===== config.mk =====
export PLATFORM = sky130hd
export DESIGN_NAME = wst_timing_bank
export DESIGN_NICKNAME = d
export VERILOG_FILES = /design/src/rtl/wst_pkg.sv /design/src/rtl/wst_regfile.sv /design/src/rtl/wst_calc.sv /design/src/rtl/wst_cycreg.sv /design/src/rtl/wst_timing_bank.sv
export SDC_FILE = /design/constraint.sdc
export NUM_CORES = 1
export LEC_CHECK = 0
export BUFFER_PORTS_ARGS = -buffer_cell sky130_fd_sc_hd__buf_2
export CAP_MARGIN = 5
export CORE_ASPECT_RATIO = 0.5
export CORE_UTILIZATION = 47
export CTS_CLUSTER_DIAMETER = 100
export DETAILED_ROUTE_END_ITERATION = 16
export PLACE_DENSITY = 0.72
export SETUP_SLACK_MARGIN = 0.02
export SYNTH_ARGS = -nofsm -noshare
export SYNTH_HDL_FRONTEND = slang
export SYNTH_SLANG_ARGS = --single-unit
export TNS_END_PERCENT = 20

===== constraint.sdc =====
create_clock -name clk -period 13.2 [get_ports clk]
set_input_delay 1.32 -clock clk [delete_from_list [all_inputs] [get_ports clk]]
set_output_delay 1.32 -clock clk [all_outputs]
set_load 0.01 [all_outputs]

===== src/rtl/wst_pkg.sv =====
package wst_pkg;

  localparam int REG_W      = 32;
  localparam int NREG       = 9;
  localparam int IDX_W      = 4;
  localparam int BE_W       = REG_W / 8;
  localparam int COMMON_IDX = 8;
  localparam int NTAP       = 3;
  localparam int FLD_W      = 4;
  localparam int CYC_W      = 8;
  localparam int CALC_W     = 10;

  localparam logic [REG_W-1:0] REGION_WMASK = 32'hAF1F_FFFF;
  localparam logic [REG_W-1:0] COMMON_WMASK = 32'h0003_FFFF;

  // per-region field positions
  localparam int ACC_LSB = 4;
  localparam int C0_BIT  = 8;
  localparam int C3_BIT  = 9;
  localparam int C2_BIT  = 10;
  localparam int W16_BIT = 12;
  // shared-register field positions
  localparam int CM0_LSB = 0;
  localparam int CM2_LSB = 8;
  localparam int CM3_LSB = 12;

  typedef struct packed {
    logic [FLD_W-1:0] acc;
    logic             use_c0;
    logic             use_c2;
    logic             use_c3;
    logic             wide;
  } region_f_t;

  typedef struct packed {
    logic [FLD_W-1:0] c0;
    logic [FLD_W-1:0] c2;
    logic [FLD_W-1:0] c3;
  } common_f_t;

  typedef struct packed {
    logic [CYC_W-1:0] b;
    logic [CYC_W-1:0] h;
    logic [CYC_W-1:0] w;
  } cyc_t;

  function automatic logic [REG_W-1:0] reset_word(input int idx);
    case (idx)
      0:       return 32'h0013_243F;
      1:       return 32'h0000_3022;
      2:       return 32'h0013_243F;
      3:       return 32'h2009_31E1;
      4:       return 32'h0002_0843;
      5:       return 32'h0007_0777;
      8:       return 32'h0003_1125;
      default: return '0;
    endcase
  endfunction

  // register slot feeding each timed region: 0 boot ROM, 1 disc, 2 sound
  function automatic int tap_slot(input int t);
    case (t)
      0:       return 2;
      1:       return 4;
      default: return 3;
    endcase
  endfunction

endpackage


===== src/rtl/wst_regfile.sv =====
module wst_regfile
  import wst_pkg::*;
(
  input  logic                 clk,
  input  logic                 rst_n,
  input  logic                 wr_en,
  input  logic [IDX_W-1:0]     idx,
  input  logic [BE_W-1:0]      be,
  input  logic [REG_W-1:0]     wdata,
  output logic [REG_W-1:0]     rdata,
  output region_f_t [NTAP-1:0] taps_o,
  output common_f_t            common_o,
  output logic                 upd_o
);

  logic [NREG-1:0][REG_W-1:0] regs_q;
  logic [NREG-1:0][REG_W-1:0] regs_d;
  logic [REG_W-1:0]           lane_m;
  logic [REG_W-1:0]           wmask;
  logic [REG_W-1:0]           sel_old;
  logic [REG_W-1:0]           merged;
  logic                       hit;
  logic                       is_common;
  logic                       wr_ok;
  logic                       chg;
  logic                       upd_q;

  always_comb begin
    for (int b = 0; b < BE_W; b++) begin
      lane_m[8*b +: 8] = {8{be[b]}};
    end
  end

  always_comb begin
    hit     = 1'b0;
    sel_old = '0;
    for (int i = 0; i < NREG; i++) begin
      if (idx == IDX_W'(i)) begin
        hit     = 1'b1;
        sel_old = regs_q[i];
      end
    end
    is_common = (idx == IDX_W'(COMMON_IDX));
    wmask     = lane_m & (is_common ? COMMON_WMASK : REGION_WMASK);
    merged    = (sel_old & ~wmask) | (wdata & wmask);
    wr_ok     = wr_en && hit;
    chg       = wr_ok && (merged != sel_old);
    regs_d    = regs_q;
    for (int i = 0; i < NREG; i++) begin
      if (wr_ok && (idx == IDX_W'(i))) regs_d[i] = merged;
    end
  end

  always_ff @(posedge clk or negedge rst_n) begin
    if (!rst_n) begin
      for (int i = 0; i < NREG; i++) regs_q[i] <= reset_word(i);
      upd_q <= 1'b1;
    end else begin
      if (wr_ok) regs_q <= regs_d;
      upd_q <= chg;
    end
  end

  assign rdata = hit ? sel_old : '0;
  assign upd_o = upd_q;

  for (genvar t = 0; t < NTAP; t++) begin : g_tap
    localparam int SLOT = tap_slot(t);
    assign taps_o[t].acc    = regs_q[SLOT][ACC_LSB +: FLD_W];
    assign taps_o[t].use_c0 = regs_q[SLOT][C0_BIT];
    assign taps_o[t].use_c2 = regs_q[SLOT][C2_BIT];
    assign taps_o[t].use_c3 = regs_q[SLOT][C3_BIT];
    assign taps_o[t].wide   = regs_q[SLOT][W16_BIT];
  end

  assign common_o.c0 = regs_q[COMMON_IDX][CM0_LSB +: FLD_W];
  assign common_o.c2 = regs_q[COMMON_IDX][CM2_LSB +: FLD_W];
  assign common_o.c3 = regs_q[COMMON_IDX][CM3_LSB +: FLD_W];


  oob_write_chk: assert property (@(posedge clk) disable iff (!rst_n)
    (wr_en && (int'(idx) >= NREG)) |=> $stable(regs_q));


  no_lane_chk: assert property (@(posedge clk) disable iff (!rst_n)
    (wr_en && (be == '0)) |=> $stable(regs_q));


  common_fixed_bits_chk: assert property (@(posedge clk) disable iff (!rst_n)
    $stable(regs_q[COMMON_IDX] & ~COMMON_WMASK));

endmodule


===== src/rtl/wst_calc.sv =====
module wst_calc
  import wst_pkg::*;
(
  input  region_f_t rf_i,
  input  common_f_t cf_i,
  output cyc_t      cyc_o
);

  localparam logic signed [CALC_W-1:0] ONE = CALC_W'(1);
  localparam logic signed [CALC_W-1:0] TWO = CALC_W'(2);
  localparam logic signed [CALC_W-1:0] SIX = CALC_W'(6);

  function automatic logic signed [CALC_W-1:0] sx(input logic [FLD_W-1:0] f);
    return $signed({{(CALC_W-FLD_W){1'b0}}, f});
  endfunction

  function automatic logic [CYC_W-1:0] dec_floor(input logic signed [CALC_W-1:0] x);
    logic signed [CALC_W-1:0] y;
    y = x - ONE;
    if (x > 0) return CYC_W'(y);
    return '0;
  endfunction

  logic signed [CALC_W-1:0] lead;
  logic signed [CALC_W-1:0] follow;
  logic signed [CALC_W-1:0] floor_t;
  logic signed [CALC_W-1:0] half_v;
  logic signed [CALC_W-1:0] word_v;

  always_comb begin
    lead    = '0;
    follow  = '0;
    floor_t = '0;
    if (rf_i.use_c0) begin
      lead   = lead + sx(cf_i.c0) - ONE;
      follow = follow + sx(cf_i.c0) - ONE;
    end
    if (rf_i.use_c2) begin
      lead   = lead + sx(cf_i.c2);
      follow = follow + sx(cf_i.c2);
    end
    if (rf_i.use_c3) floor_t = sx(cf_i.c3);
    if (lead < SIX) lead = lead + ONE;
    lead   = lead + sx(rf_i.acc) + TWO;
    follow = follow + sx(rf_i.acc) + TWO;
    if (lead < floor_t + SIX) lead = floor_t + SIX;
    if (follow < floor_t + TWO) follow = floor_t + TWO;
    if (rf_i.wide) begin
      half_v = lead;
      word_v = lead + follow;
    end else begin
      half_v = lead + follow;
      word_v = lead + follow + follow + follow;
    end
    cyc_o.b = dec_floor(lead);
    cyc_o.h = dec_floor(half_v);
    cyc_o.w = dec_floor(word_v);
  end

endmodule


===== src/rtl/wst_cycreg.sv =====
module wst_cycreg
  import wst_pkg::*;
(
  input  logic clk,
  input  logic rst_n,
  input  logic ld_i,
  input  cyc_t d_i,
  output cyc_t q_o
);

  cyc_t q_q;

  always_ff @(posedge clk or negedge rst_n) begin
    if (!rst_n) begin
      q_q <= '0;
    end else if (ld_i) begin
      q_q <= d_i;
    end
  end

  assign q_o = q_q;

endmodule


===== src/rtl/wst_timing_bank.sv =====
module wst_timing_bank
  import wst_pkg::*;
(
  input  logic             clk,
  input  logic             rst_n,
  input  logic             reg_wr,
  input  logic [IDX_W-1:0] reg_idx,
  input  logic [BE_W-1:0]  reg_be,
  input  logic [REG_W-1:0] reg_wdata,
  output logic [REG_W-1:0] reg_rdata,
  output logic [CYC_W-1:0] boot_cyc_b,
  output logic [CYC_W-1:0] boot_cyc_h,
  output logic [CYC_W-1:0] boot_cyc_w,
  output logic [CYC_W-1:0] disc_cyc_b,
  output logic [CYC_W-1:0] disc_cyc_h,
  output logic [CYC_W-1:0] disc_cyc_w,
  output logic [CYC_W-1:0] snd_cyc_b,
  output logic [CYC_W-1:0] snd_cyc_h,
  output logic [CYC_W-1:0] snd_cyc_w
);

  localparam int SYNC_N = 2;

  logic [SYNC_N-1:0]    rst_sync_q;
  logic                 rst_i_n;
  region_f_t [NTAP-1:0] taps;
  common_f_t            common_f;
  logic                 upd;
  cyc_t [NTAP-1:0]      cyc_calc;
  cyc_t [NTAP-1:0]      cyc_q;

  always_ff @(posedge clk or negedge rst_n) begin
    if (!rst_n) begin
      rst_sync_q <= '0;
    end else begin
      rst_sync_q <= {rst_sync_q[SYNC_N-2:0], 1'b1};
    end
  end

  assign rst_i_n = rst_sync_q[SYNC_N-1];

  wst_regfile u_regs (
    .clk      (clk),
    .rst_n    (rst_i_n),
    .wr_en    (reg_wr),
    .idx      (reg_idx),
    .be       (reg_be),
    .wdata    (reg_wdata),
    .rdata    (reg_rdata),
    .taps_o   (taps),
    .common_o (common_f),
    .upd_o    (upd)
  );

  for (genvar t = 0; t < NTAP; t++) begin : g_rgn
    wst_calc u_calc (
      .rf_i  (taps[t]),
      .cf_i  (common_f),
      .cyc_o (cyc_calc[t])
    );
    wst_cycreg u_out (
      .clk   (clk),
      .rst_n (rst_i_n),
      .ld_i  (upd),
      .d_i   (cyc_calc[t]),
      .q_o   (cyc_q[t])
    );
  end

  assign boot_cyc_b = cyc_q[0].b;
  assign boot_cyc_h = cyc_q[0].h;
  assign boot_cyc_w = cyc_q[0].w;
  assign disc_cyc_b = cyc_q[1].b;
  assign disc_cyc_h = cyc_q[1].h;
  assign disc_cyc_w = cyc_q[1].w;
  assign snd_cyc_b  = cyc_q[2].b;
  assign snd_cyc_h  = cyc_q[2].h;
  assign snd_cyc_w  = cyc_q[2].w;


  hold_when_idle_chk: assert property (@(posedge clk) disable iff (!rst_i_n)
    !upd |=> $stable(cyc_q));


  size_order_chk: assert property (@(posedge clk) disable iff (!rst_i_n)
    (boot_cyc_b <= boot_cyc_h) && (boot_cyc_h <= boot_cyc_w) &&
    (snd_cyc_b <= snd_cyc_h) && (snd_cyc_h <= snd_cyc_w));


  lead_floor_chk: assert property (@(posedge clk) disable iff (!rst_i_n)
    !upd |-> ((boot_cyc_b >= CYC_W'(5)) && (disc_cyc_b >= CYC_W'(5)) &&
              (snd_cyc_b >= CYC_W'(5))));

endmodule


==> results.cfg <==
[pwr]
internal_power_mw = 4.36
p_per_area_nw_per_um2 = 318
swShare_pct = 47.0
p_total_mw = 8.24
power_frac_seq_pct = 18.5
switching_power_mw = 3.88
p_clk_share_pct = 13.9
pwr-share-comb_pct = 67.6
leakage_nw = 12.3
irDropWorstVdd_uv = 312

[clocking]
clkTransAtPathRegs_ns = 0.06
clockRootBuffer = clkbuf_16
cts_hold_buffers = 0
clock_sinks = 363
clockBufferDepth = 3
clock_latency_ns = 0.56
h-tree-depth = 2
tritoncts = built
numCtsBuffers = 36
cts_setup_buffers = 0
cts_resized = 0

[logic_synthesis]
avgSynthCellArea_um2 = 8.94
yosysSeqAreaShare_pct = 39.0
netlist_top_cells_area = dfrtp_1 32%, ha_1 9.0%, dfstp_2 6.8%
ys.flop_type = dfrtp_1
synthArstFlopShare_pct = 100
yosysTopAreaCell = dfrtp_1
synth_top_area_share_pct = 32.2
ys_types = 93
yosys_warnings = 0
synth_area_um2 = 23500
synth_seq_cells = 363
synth_edf_count = 0
syn_inst = 2625

[floorplanning]
placementRows = 57
coreArea_um2 = 48900
die_x_um = 318
die_h_um = 160
die_area_um2 = 50900
start_util_pct = 48.0
io_pins = 147

[timing]
min_period_ns = 11.53
max-slew-margin-rel_pct = 25.9
skew_ns = 0.0149
hold_viol_final = 0
rsz0062_at_grt = false
slew_violations = 0
whs_ns = 0.356
tns_ns = 0
setup_viol = 0
tightest_slew_ns = 1.11
fin_crit_sh_pct = 87.3
timing.fmax_mhz = 86.8

[worst_setup_path]
end_kind = flip-flop
crit_top_cell = ha_1
cpMaxStageDelayCell = o311ai_1
arrival_ns = 11.90
path_class = reg2reg
worst-path-max-fanout = 14
r2r_cells = 43
cp_slowest_stage_delay_ns = 0.87
start_kind = flip-flop
cp.required_ns = 13.57

[global_route]
grtUsageTotal_pct = 25.0
overflow = 0
grt_max_degree = 162
grt_pass1_vias = 18800
grt_pass1_wl_um = 102000
antenna_found_initial = 3

[place]
numPortBuffers = 141
gp_congestion = 0.897
post-dp-hpwl_um = 45600
dp.cells = 3277

[detailed_routing]
via_per_inst = 5.82
drt_iter0_markers = 1974
drt-pass1-iter-count = 7
ant_nets = 0
wl_per_cell_um = 19.2
vias = 19500
finalWirelength_um = 64100
drc = 0

[finish]
layout_common_cells = 332 x nand2_1, 301 x dfrtp_1, 287 x o21ai_0
nNetsFinal = 2893
layout_commonest_cell = nand2_1
instances_no_fill = 3343
area_delta_synth_final_pct = 10.5
drive_gt1_share_pct = 14.0
insertedDiodeCount = 0
post-route-util_pct = 53.0

[job]
drv_cap = 0

[min_path]
hold_path_depth = 0
hold_class = reg2reg

[status]
status = finished, final reports clean
[synthesized netlist by cell type (12+ instances only)]
master    count
nand2_1     333
xnor2_1      99
o21a_1       12
mux2i_1      44
xor2_1       60
o21bai_1     19
a222oi_1     19
a21oi_1     119
mux2_2       36
nor3_1       25
a22o_1       18
fa_1         15
o21ai_0     287
inv_1       201
a21o_1       35
and2_1       19
nand3_1      52
dfstp_2      61
a221oi_1     20
nand2b_1     23
nor4_1       13
nor2_1      124
o22ai_1      72
dfrtp_1     302
a31oi_1      15
nor2b_1      24
clkbuf_1    157
ha_1        169
a22oi_1      49
[worst paths after layout]
kind | from | endpoint | slack [ns]
setup / recovery | u_regs.common_o[8] | g_rgn[0].u_out.q_o[4] | 1.67
hold / removal | rst_sync_q[0] | rst_sync_q[1] | 0.36
setup reg to reg | u_regs.common_o[8] | g_rgn[0].u_out.q_o[4] | 1.67
hold reg to reg | rst_sync_q[0] | rst_sync_q[1] | 0.36
max in group asynchronous | rst_sync_q[1] | g_rgn[0].u_out.q_o[8] | 10.75
min in group asynchronous | rst_sync_q[1] | u_regs.regs_q[286] | 0.43
[metrics by stage]
step | area [um2] | setup WS, ns
2_1_floorplan | 23500 | 2.44
3_3_place_gp | 24600 | 2.18
3_5_place_dp | 24600 | 1.90
4_1_cts | 25900 | 1.75
5_1_grt | 25900 | 0.770
6_report | 25900 | 1.67
[critical path: cells and delay by family (launching register included)]
kind / cells / cell delay, ns
compound gates: 17 / 5.30
xor+xnor: 1 / 0.09
fa+ha+maj: 10 / 3.36
buf+inv: 5 / 0.37
flops: 1 / 0.62
mux: 1 / 0.16
simple gates: 9 / 1.40
[power by group through the flow]
| stage | clock network, mW | registers, mW | logic, mW |
|---|---|---|---|
| final | 1.15 | 1.52 | 5.57 |
| after global routing | 1.21 | 1.55 | 6.19 |
| after floorplan | 0 | 1.54 | 4.31 |
| after CTS | 1.17 | 1.52 | 5.52 |
| after global placement | 0 | 1.53 | 5.31 |
| after detailed placement | 0 | 1.54 | 5.47 |
[per-layer routing]
layer | wire length, um | global-route usage (%)
met3 | 4100 | 3.64
met5 | 35 | 0
met2 | 29600 | 40.6
met4 | 1530 | 7.26
met1 | 28800 | 34.7
[cell type report]
| type | count | area, um2 |
|---|---|---|
| clock buffer | 47 | 993 |
| clock inverter | 19 | 315 |
| fill | 4423 | 23000 |
| inverter | 204 | 766 |
| multi-input combinational | 1890 | 12900 |
| sequential | 363 | 9160 |
| tap | 649 | 812 |
| timing repair buffer | 171 | 943 |
[registers in the layout (all words and copies together), names as in the netlist]
register,count
rst_sync_q,2
u_regs.upd_o,1
u_regs.regs_q,252
u_regs.common_o,12
g_rgn.u_out.q_o,72
u_regs.taps_o,24
[cell families after synthesis]
kind of cell	count (synthesis)	synth area share, %
other cells	2	0.0320
compound gates	765	20.8
simple gates	688	13.4
fa+ha+maj	184	10.3
mux	90	4.50
xor+xnor	159	5.94
flops	363	39.0
buf+inv	374	6.03
(Power assumes the default switching activity.)
